<file path="config.mk">
export PLATFORM = sky130hd
export DESIGN_NAME = ocp_guard
export DESIGN_NICKNAME = d
export VERILOG_FILES = /design/src/rtl/ocp_pkg.sv /design/src/rtl/ocp_seq.sv /design/src/rtl/ocp_skip.sv /design/src/rtl/ocp_drive.sv /design/src/rtl/ocp_guard.sv
export SDC_FILE = /design/constraint.sdc
export NUM_CORES = 1
export LEC_CHECK = 0
export CAP_MARGIN = 15
export CELL_PAD_IN_SITES_DETAIL_PLACEMENT = 0
export CELL_PAD_IN_SITES_GLOBAL_PLACEMENT = 2
export CORE_UTILIZATION = 29
export CTS_CLUSTER_DIAMETER = 120
export DETAILED_ROUTE_END_ITERATION = 10
export MAX_ROUTING_LAYER = met4
export PLACE_DENSITY_LB_ADDON = 0.1
export SLEW_MARGIN = 20
export SYNTH_ARGS = -nofsm -noshare
export SYNTH_HDL_FRONTEND = slang
export SYNTH_HIERARCHICAL = 1
export SYNTH_SLANG_ARGS = --single-unit
</file>
<file path="constraint.sdc">
create_clock -name clk -period 4.2 [get_ports clk]
set_clock_uncertainty 0.2 [all_clocks]
set_input_delay 0.84 -clock clk [delete_from_list [all_inputs] [get_ports clk]]
set_output_delay 0.84 -clock clk [all_outputs]
set_load 0.01 [all_outputs]
</file>
<file path="src/rtl/ocp_pkg.sv">
package ocp_pkg;

    typedef enum logic [1:0] {
        ST_IDLE  = 2'd0,
        ST_WIN1  = 2'd1,
        ST_WIN2  = 2'd2,
        ST_LATCH = 2'd3
    } ocp_state_e;

    typedef struct packed {
        logic tick;
        logic oc;
        logic uv;
        logic clr;
    } ocp_evt_t;

    function automatic logic both_low(input logic a, input logic b);
        return !a && !b;
    endfunction

endpackage

</file>
<file path="src/rtl/ocp_seq.sv">
module ocp_seq
    import ocp_pkg::*;
#(
    parameter int WIN_CYC = 8
) (
    input  logic       clk,
    input  logic       rst,
    input  ocp_evt_t   evt,
    output ocp_state_e state,
    output logic       latched
);
    localparam int CW = $clog2(2 * WIN_CYC);
    localparam logic [CW-1:0] LAST1 = CW'(WIN_CYC - 1);
    localparam logic [CW-1:0] LAST2 = CW'(2 * WIN_CYC - 1);

    ocp_state_e    st_q, st_n;
    logic [CW-1:0] cnt_q, cnt_n;

    always_comb begin
        st_n  = st_q;
        cnt_n = cnt_q;
        if (evt.clr) begin
            st_n  = ST_IDLE;
            cnt_n = '0;
        end else if (evt.uv) begin
            st_n  = ST_LATCH;
            cnt_n = '0;
        end else if (evt.tick) begin
            case (st_q)
                ST_IDLE: begin
                    if (evt.oc) begin
                        st_n  = ST_WIN1;
                        cnt_n = CW'(1);
                    end
                end
                ST_WIN1: begin
                    cnt_n = cnt_q + CW'(1);
                    if (cnt_q == LAST1) st_n = ST_WIN2;
                end
                ST_WIN2: begin
                    if (evt.oc) begin
                        st_n  = ST_LATCH;
                        cnt_n = '0;
                    end else if (cnt_q == LAST2) begin
                        st_n  = ST_IDLE;
                        cnt_n = '0;
                    end else begin
                        cnt_n = cnt_q + CW'(1);
                    end
                end
                default: st_n = ST_LATCH;
            endcase
        end
    end

    always_ff @(posedge clk) begin
        if (rst) begin
            st_q  <= ST_IDLE;
            cnt_q <= '0;
        end else begin
            st_q  <= st_n;
            cnt_q <= cnt_n;
        end
    end

    assign state   = st_q;
    assign latched = (st_q == ST_LATCH);

    assert_win1_no_latch_R3: assert property (@(posedge clk) disable iff (rst)
        (st_q == ST_WIN1 && !evt.uv && !evt.clr) |=> (st_q != ST_LATCH));
    assert_win2_trip_R4: assert property (@(posedge clk) disable iff (rst)
        (st_q == ST_WIN2 && evt.tick && evt.oc && !evt.clr) |=> (st_q == ST_LATCH));
    assert_idle_cnt_R5: assert property (@(posedge clk) disable iff (rst)
        (st_q == ST_IDLE) |-> (cnt_q == '0));
    assert_uv_latch_R6: assert property (@(posedge clk) disable iff (rst)
        (evt.uv && !evt.clr) |=> (st_q == ST_LATCH));
    assert_latch_hold_R9: assert property (@(posedge clk) disable iff (rst)
        (st_q == ST_LATCH && !evt.clr) |=> (st_q == ST_LATCH));
    assert_clear_R9: assert property (@(posedge clk) disable iff (rst)
        evt.clr |=> (st_q == ST_IDLE));
endmodule

</file>
<file path="src/rtl/ocp_skip.sv">
module ocp_skip (
    input  logic clk,
    input  logic rst,
    input  logic tick,
    input  logic oc,
    input  logic clr,
    output logic skip
);
    logic skip_q;

    always_ff @(posedge clk) begin
        if (rst || clr) skip_q <= 1'b0;
        else if (tick)  skip_q <= oc;
    end

    assign skip = skip_q;

    assert_hold_between_ticks_R2: assert property (@(posedge clk) disable iff (rst)
        (!tick && !clr) |=> $stable(skip_q));
endmodule

</file>
<file path="src/rtl/ocp_drive.sv">
module ocp_drive (
    input  logic clk,
    input  logic rst,
    input  logic ov,
    input  logic latched,
    input  logic skip,
    output logic hs_inhibit,
    output logic ls_force,
    output logic chan_off,
    output logic fault_stat
);
    logic ov_q;

    always_ff @(posedge clk) begin
        if (rst) ov_q <= 1'b0;
        else     ov_q <= ov;
    end

    assign ls_force   = ov_q;
    assign chan_off   = latched;
    assign hs_inhibit = latched | skip | ov_q;
    assign fault_stat = latched | ov_q;

    assert_ov_force_R8: assert property (@(posedge clk) disable iff (rst)
        ov |=> ls_force);
    assert_ov_release_R8: assert property (@(posedge clk) disable iff (rst)
        !ov |=> !ls_force);
    assert_off_inhibits_R7: assert property (@(posedge clk) disable iff (rst)
        chan_off |-> hs_inhibit);
    assert_fault_cover_R10: assert property (@(posedge clk) disable iff (rst)
        (chan_off || ls_force) |-> fault_stat);
endmodule

</file>
<file path="src/rtl/ocp_guard.sv">
module ocp_guard
    import ocp_pkg::*;
#(
    parameter int WIN_CYC = 8
) (
    input  logic clk,
    input  logic rst,
    input  logic cyc_tick,
    input  logic oc_flag,
    input  logic uv_flag,
    input  logic ov_flag,
    input  logic en_a,
    input  logic en_b,
    output logic hs_inhibit,
    output logic ls_force,
    output logic chan_off,
    output logic fault_stat
);
    ocp_evt_t   evt;
    ocp_state_e state;
    logic       latched;
    logic       skip;

    always_comb begin
        evt.tick = cyc_tick;
        evt.oc   = oc_flag;
        evt.uv   = uv_flag;
        evt.clr  = both_low(en_a, en_b);
    end

    ocp_seq #(.WIN_CYC(WIN_CYC)) u_seq (
        .clk     (clk),
        .rst     (rst),
        .evt     (evt),
        .state   (state),
        .latched (latched)
    );

    ocp_skip u_skip (
        .clk  (clk),
        .rst  (rst),
        .tick (cyc_tick),
        .oc   (oc_flag),
        .clr  (evt.clr),
        .skip (skip)
    );

    ocp_drive u_drive (
        .clk        (clk),
        .rst        (rst),
        .ov         (ov_flag),
        .latched    (latched),
        .skip       (skip),
        .hs_inhibit (hs_inhibit),
        .ls_force   (ls_force),
        .chan_off   (chan_off),
        .fault_stat (fault_stat)
    );

    assert_reset_quiet_R1: assert property (@(posedge clk)
        $past(rst) |-> (!chan_off && !ls_force));
    assert_state_flag_R7: assert property (@(posedge clk) disable iff (rst)
        (state == ST_LATCH) |-> chan_off);
endmodule

</file>
### Word-level counts from Yosys, hierarchy flattened

Index checks and enable logic that the tools add are counted.

| word-level totals | value |
|---|---|
| register bits | 8 |
| input port bits | 8 |
| logic and storage cells | 39 |

| cells by class | value |
|---|---|
| $add $sub $neg | 1 |
| equality and inequality tests | 9 |
| mux-type cells | 11 |
| bitwise gates (word level) | 3 |
| reduce and logical (&&, ||, !) cells | 11 |

Operator list:

| kind | number |
|---|---|
| 2-to-1 mux 2 bit | 6 |
| 2-to-1 mux 4 bit | 3 |
| one-hot mux 4 bit (3 select lines) | 1 |
| one-hot mux 2 bit (3 select lines) | 1 |
| adder 4 x 1 -> 4 bit (second input constant) | 1 |
| equality test 2 bit (second input constant) | 2 |
| equality test 4 x 3 -> 1 bit (second input constant) | 1 |
| equality test 4 bit (second input constant) | 1 |
| != test 4 x 3 -> 1 bit (second input constant) | 1 |
| AND reduction 4 bit | 1 |
| != test 3 x 2 -> 1 bit (second input constant) | 1 |
| != test 3 bit (second input constant) | 1 |
| bitwise OR 1 bit | 3 |
| AND reduction 3 bit | 1 |
| nonzero test 3 bit | 1 |
| OR reduction 3 bit | 1 |
| equality test 2 x 1 -> 1 bit (second input constant) | 1 |
| logical NOT 1 bit | 2 |
| logical NOT 2 bit | 1 |
| != test 2 bit (second input constant) | 1 |
| nonzero test 2 bit | 1 |
| OR reduction 2 bit | 1 |
| logical AND 1 bit | 1 |
| logical OR 1 bit | 1 |

### Logic depth before layout (Yosys ltp)

Gate-level depths: netlist (run 1).

| logic depth | value |
|---|---|
| depth after elaboration | 6 |
| depth in mapped cells | 6 |

### By module

The synthesis (run 1) kept the hierarchy.

Modules (own cells, without submodules):

| module | times used | cells each | area an instance (um2) | seq. area each (um2) |
|---|---|---|---|---|
| ocp_seq | 1 | 50 | 421.7 | 120.1 |
| ocp_drive | 1 | 5 | 46.3 | 20.0 |
| ocp_skip | 1 | 3 | 40.0 | 20.0 |
| ocp_guard | 1 | 1 | 3.8 | 0.0 |

### Worst setup path before layout (run 1)

No wires, ideal clock.

| timing | value |
|---|---|
| path kind | in2reg |
| from | in oc_flag |
| to | reg u_seq.st_q[0] (netlist: u_seq/state[0]) |
| arrival | 1.870 ns |
| data required time | 3.881 ns |
| slack | 2.011 ns |
| stages | 4 |
| cell sequence | or3b_1 > a32o_1 > a31o_1 > o221a_1 |

| on the way | value |
|---|---|
| word-level cells in the longest chain between the ends | 4 |

RTL lines:

| item | RTL line | source |
|---|---|---|
| from (decl) | ocp_guard.sv:9 | `input logic oc_flag,` |
| 2-to-1 mux 2 bit | ocp_seq.sv:41 | `if (evt.oc) begin` |
| one-hot mux 2 bit (3 select lines) | ocp_seq.sv:29 | `case (st_q)` |
| 2-to-1 mux 2 bit | ocp_seq.sv:28 | `end else if (evt.tick) begin` |
| 2-to-1 mux 2 bit | ocp_seq.sv:25 | `end else if (evt.uv) begin` |
| to (signal assigned) | ocp_seq.sv:61 | `st_q <= st_n;` |
| to (decl) | ocp_seq.sv:16 | `ocp_state_e st_q, st_n;` |

Several ways; a longest one is shown, not always the timed one. The select of a mux whose other input is x is not followed.
A chain may end at the register's enable or synchronous reset.

### Worst setup path in the final report (run 1)

| timing | value |
|---|---|
| from | reg u_seq.st_q[0] (netlist: u_seq/state[0]) |
| to | out hs_inhibit |

| on the way | value |
|---|---|
| word-level cells in the longest chain between the ends | 3 |

RTL lines:

| item | RTL line | source |
|---|---|---|
| equality test 2 bit | ocp_seq.sv:67 | `assign latched = (st_q == ST_LATCH);` |
| bitwise OR 1 bit (2 in series) | ocp_drive.sv:21 | `assign hs_inhibit = latched \| skip \| ov_q;` |
| to (decl) | ocp_guard.sv:14 | `output logic hs_inhibit,` |

Every way passes these cells.

==> results of run 1 <==
-- routing by layer --
metal	vias to the layer above	routed length (um)	share of wire (%)	track usage (%)
li1	239	-	-	-
met1	213	534	50	16.8
met2	7	483	45	19.1
met3	2	32	3.0	6.25
met4	0	13	1.2	7.27
met5	-	0	0	-
-- power groups by stage --
stage               clock network, mW  registers (mW)  logic (mW)
global placement                    0          0.0842      0.0468
global route                   0.0680          0.0831      0.0520
floorplan                           0          0.0835      0.0276
CTS                            0.0630          0.0823      0.0465
finish                         0.0593          0.0823      0.0460
detailed placement                  0          0.0841      0.0460
-- tightest hold or removal path: cells and delay by family, from the launching register on --
family	cells	cell delay, ps
AO/OA/AOI/OAI	1	60
flip-flops	1	330
AND/OR/NAND/NOR	1	70
-- cell families after synthesis --
family / count (synthesis) / share of synthesized area (%)
adders and majority gates: 5 / 12.2
muxes: 1 / 1.96
DFF: 8 / 31.3
AOI/OAI and AO/OA: 15 / 22.5
buffers and inverters: 5 / 4.40
and+or+nand+nor: 25 / 27.6
-- layout by cell type (no fill, tap or decap) --
master	n
mux2i_1	1
a32oi_1	1
and2_1	1
ha_1	5
or3b_1	1
a31o_1	1
nand3b_1	1
or2_2	1
or3_1	2
clkbuf_4	3
a2111oi_2	1
nand2b_1	4
o221a_1	2
nor2_1	5
nor3_2	1
dfxtp_1	8
nand2_1	3
nand3_1	3
o21ai_0	2
clkdlybuf4s50_1	11
a32o_1	1
a21oi_1	5
a211oi_1	1
inv_1	4
nor2b_1	2
and2_2	1
o211ai_1	1
-- worst max path at each step --
stage,from,endpoint,cells past startpoint
3_3_place_gp,oc_flag,u_seq/state[0]$_SDFFE_PP0P_,5
4_1_cts,u_seq/state[0]$_SDFFE_PP0P_,hs_inhibit,3
2_1_floorplan,oc_flag,u_seq/state[0]$_SDFFE_PP0P_,4
6_report,u_seq/state[0]$_SDFFE_PP0P_,hs_inhibit,3
5_1_grt,u_seq/state[0]$_SDFFE_PP0P_,hs_inhibit,3
3_5_place_dp,oc_flag,u_seq/state[1]$_SDFFE_PP0P_,5
-- cell type report --
class	count	area share, %
multi-input cells	46	50.1
flip-flops and latches	8	24.4
repair buffers	11	16.8
clock buffers	3	3.43
well taps	16	3.05
inverters	4	2.29
-- state kept, by name (all words and copies together) (netlist names) --
| name | flops |
|---|---|
| u_seq/cnt_q | 4 |
| u_seq/state | 2 |
| u_drive/ls_force | 1 |
| u_skip/skip | 1 |
-- per-stage QoR --
stage               power [mW]  area [um^2]
global route             0.203          657
detailed placement       0.130          634
CTS                      0.192          657
finish                   0.188          657
floorplan                0.111          512
global placement         0.131          634
==> out/metrics.cfg, run 1 <==
[outcome]
outcome = complete, no violations

[logic_synthesis]
synth_edf_count = 0
synth_area_leaders = dfxtp_1, ha_1, a21oi_1
ys_seq_area_share_pct = 31.3
synth_top_area_share_pct = 31.3
ys_warn_count = 6
ys_ff_latch = 8
synth_common_cells = dfxtp_1, a21oi_1, ha_1, nor2_1
yosys.area.top_type = dfxtp_1
synth_ff_type = dfxtp_1
synth_area_per_cell_um2 = 8.67
syn_area_um2 = 512
synth_nets = 72
async_reset_ff_share_pct = 0
synth_cell_type_count = 26
netlist_instances = 59
yosysMostFrequentCell = dfxtp_1

[placed_design]
dp_hpwl_um = 865
portBuffers = 11
routabilityCongestion = 0.791
dp_cells = 85
pre_cts_slack_ps = 1460

[clock_network]
post_cts_resized = 0
cts_hold_buf = 0
htreeDepth = 1
cts_setup_buffers = 0
cts_tree = done
cts.clk_slew.worst_paths_ps = 60
clk_latency_ps = 250
numCtsBuffers = 3
root_buffer = clkbuf_4
clockBufferDepth = 2
cts_sinks = 8

[floorplanning]
row_count = 14
die_x_um = 44.0
coreArea_um2 = 1580
die_h_um = 44.0
die_area_um2 = 1940
start_util_pct = 32.5
io_pins = 12

[power_and_ir_drop]
ir_drop_v = 0.000141
p_int_uw = 136
clkPwrFrac_pct = 31.6
powerDensity_nw_per_um2 = 286
p_leak_nw = 0.252
pwr-share-comb_pct = 24.5
netSwitchingFraction_pct = 27.7
seq_power_share_pct = 43.9
switchingPower_uw = 52.1

[critical_path]
r2r-end = u_seq/state[1]$_SDFFE_PP0P_
worst-setup-path-type = flop to output port
cp-start-kind = flop
slowest_stage = clkdlybuf4s50_1
crit_required_ps = 3160
worstRegToRegCells = 6
crit_chain = ha_1 > or3_1 > clkdlybuf4s50_1
worst-path-buf-inv = 1
critPathMaxStageDelay_ps = 480
reg2reg_from = u_seq/state[0]$_SDFFE_PP0P_
crit_family = buffers and inverters
cp-end-kind = output port
regToRegSetupSlack_ps = 2190
arrival_ps = 1670
critPathMaxFanout = 4

[global_routing]
grt_pass1_wl_um = 1820
grt_usage_pct = 13.9
antenna_found_initial = 0
grt-ovfl-total = 0
grt_max_degree = 7
grt_pass1_vias = 422

[detailed_routing]
vias = 461
wl_per_cell_um = 12.1
finalWirelength_um = 1060
drt_first_iter_violations = 10
detail-route-antenna-nets = 0
via_per_inst = 5.24
drt_drc_violations_left = 0
dr.pass1.iters = 4

[finish]
layout.nets = 87
seq_area_um2 = 160
n_antenna_cell = 0
final_util_pct = 41.7
drive_gt1_share_pct = 9.72
instances_no_fill = 88
multi_input_area_um2 = 329
fillers = 176
syn_to_final_growth_pct = 28.4

[timing]
tightest_slew_ps = 407
hold_ws_ps = 311
relSlewSlack_pct = 72.8
fin_crit_sh_pct = 64.4
hold_viol_final = 0
fmax_ghz = 0.369
finalWorstSetupSlack_ps = 1490
drv_slew = 0
min_period_ps = 2710
rsz0062_at_grt = no
finalSetupTns_ps = 0
finalSetupViolCount = 0

[min_path]
whs_path_depth = 2
hp-start = u_seq/cnt_q[0]$_SDFFE_PP0P_
hold_class = flop to flop
hold_path_end = u_seq/cnt_q[0]$_SDFFE_PP0P_

[flow_run]
maxCapViolCount = 0

Note: power is estimated with default switching activity, not from simulation.
==> run 2: changes to the inputs <==
--- a/config.mk
+++ b/config.mk
@@ -8,7 +8,7 @@
 export CAP_MARGIN = 15
 export CELL_PAD_IN_SITES_DETAIL_PLACEMENT = 0
 export CELL_PAD_IN_SITES_GLOBAL_PLACEMENT = 2
-export CORE_UTILIZATION = 29
+export CORE_UTILIZATION = 27
 export CTS_CLUSTER_DIAMETER = 120
 export DETAILED_ROUTE_END_ITERATION = 10
 export MAX_ROUTING_LAYER = met4
==> constraint.sdc (replaced) <==
create_clock -name clk -period 2.73 [get_ports clk]
set_clock_uncertainty 0.2 [all_clocks]
set_input_delay 0.546 -clock clk [delete_from_list [all_inputs] [get_ports clk]]
set_output_delay 0.546 -clock clk [all_outputs]
set_load 0.01 [all_outputs]
==> run 2 against run 1 <==
First-iteration DRC count decreased by 90%. Largest power group unchanged. Critical endpoint unchanged. Routed wire length increased by 5.6%. Utilization decreased by 3.4 points. Largest cell class unchanged. Setup slack got worse by 1200 ps. Highest routed layer is now met3. Non-clock buffer count unchanged. Global-route usage decreased by 0.15 points.
==> out/metrics.cfg, run 2 (synthesis gave the netlist of run 1 again) <==
[outcome]
outcome = complete, no violations

[power_and_ir_drop]
p_leak_nw = 0.252
powerDensity_nw_per_um2 = 433
ir_drop_v = 0.000164

[timing]
tightest_slew_ps = 438
drv_slew = 0
finalSetupTns_ps = 0
finalWorstSetupSlack_ps = 331
fin_crit_sh_pct = 87.9
relSlewSlack_pct = 70.8
fmax_ghz = 0.417
hold_ws_ps = 298
hold_viol_final = 0
finalSetupViolCount = 0
rsz0062_at_grt = no
min_period_ps = 2400

[detailed_routing]
finalWirelength_um = 1120
drt_drc_violations_left = 0
wl_per_cell_um = 11.6
dr.pass1.iters = 2
detail-route-antenna-nets = 0
vias = 460
drt_first_iter_violations = 1
via_per_inst = 4.74

[critical_path]
cp-end-kind = output port
critPathLaunch = u_seq/state[0]$_SDFFE_PP0P_
critPathMaxFanout = 4
crit_required_ps = 1980
worst-setup-path-type = flop to output port
cp-start-kind = flop
arrival_ps = 1650
reg2reg_from = u_seq/state[0]$_SDFFE_PP0P_

[min_path]
hold_class = flop to flop
hp-start = u_seq/cnt_q[0]$_SDFFE_PP0P_

[global_routing]
antenna_found_initial = 0
grt_pass1_wl_um = 1900
grt_usage_pct = 13.7
grt-ovfl-total = 0
grt_pass1_vias = 417
grt_max_degree = 7

[placed_design]
portBuffers = 11
routabilityCongestion = 0.701
dp_hpwl_um = 950
pre_cts_slack_ps = 278

[floorplanning]
io_pins = 12
die_x_um = 45.5
row_count = 15
start_util_pct = 29.3
coreArea_um2 = 1750
die_h_um = 45.5
die_area_um2 = 2070

[finish]
n_antenna_cell = 0
largest-register = u_seq/cnt_q
fillers = 191
final_common_cell = clkdlybuf4s50_1
drive_gt1_share_pct = 9.72
layout.nets = 87
final_cell_mix = clkdlybuf4s50_1, dfxtp_1, nor2_1, a21oi_1, ha_1
largest_reg_flops = 4
multi_input_area_um2 = 329
syn_to_final_growth_pct = 30.6
seq_area_um2 = 160

[clock_network]
cts.clk_slew.worst_paths_ps = 60
clk_latency_ps = 250
root_buffer = clkbuf_4
cts_hold_buf = 0
post_cts_resized = 0
htreeDepth = 1
numCtsBuffers = 3
cts_sinks = 8
clockBufferDepth = 2
cts_tree = done
cts_setup_buffers = 0

[flow_run]
maxCapViolCount = 0

==> run 2: final timing paths <==
kind / to / slack (ps) / depth (start not counted)
worst min register to register: u_seq/cnt_q[0]$_SDFFE_PP0P_ / 300 / 2
worst min-delay path: u_seq/cnt_q[0]$_SDFFE_PP0P_ / 300 / 2
worst max-delay path: hs_inhibit / 330 / 3
worst max register to register: u_seq/state[0]$_SDFFE_PP0P_ / 720 / 6
==> run 2: routing by layer <==
layer | vias to the layer above | global-route usage, % | wire, um
met5 | - | - | 0
met4 | 0 | 1.82 | 0
met3 | 0 | 7.14 | 60
met2 | 11 | 19.7 | 520
met1 | 206 | 17.4 | 541
li1 | 243 | - | -
==> run 2: through the flow <==
step	std cells	util, %	cell area, um^2	power, mW
4_1_cts	97	38.3	668	0.295
3_5_place_dp	94	37.0	646	0.202
6_report	97	38.3	668	0.289
5_1_grt	97	38.3	668	0.312
3_3_place_gp	94	37.0	646	0.202
2_1_floorplan	59	-	512	0.171
==> run 2: worst max-delay path, cell delays in order (launching register included) <==
cell             delay [ps]
dfxtp_1                 330
ha_1                    240
or3_1                   340
clkdlybuf4s50_1         480
==> run 2: where the power goes <==
group	internal [mW]	leakage (nW)	switching, mW
sequential	0.122	0.0655	0.00465
combinational	0.0364	0.172	0.0355
clock	0.0503	0.0138	0.0402
==> run 2: cell type report <==
type | count | area share, %
well taps | 25 | 4.68
inverters | 4 | 2.25
repair buffers | 11 | 16.5
clock buffers | 3 | 3.37
multi-input cells | 46 | 49.3
flip-flops and latches | 8 | 24.0
==> run 3: changes to the inputs <==
--- a/config.mk
+++ b/config.mk
@@ -13,6 +13,7 @@
 export DETAILED_ROUTE_END_ITERATION = 10
 export MAX_ROUTING_LAYER = met4
 export PLACE_DENSITY_LB_ADDON = 0.1
+export SETUP_SLACK_MARGIN = 0.05
 export SLEW_MARGIN = 20
 export SYNTH_ARGS = -nofsm -noshare
 export SYNTH_HDL_FRONTEND = slang
==> results of run 3 <==
No change in the layout: final DEF, timing and power equal those of run 2.
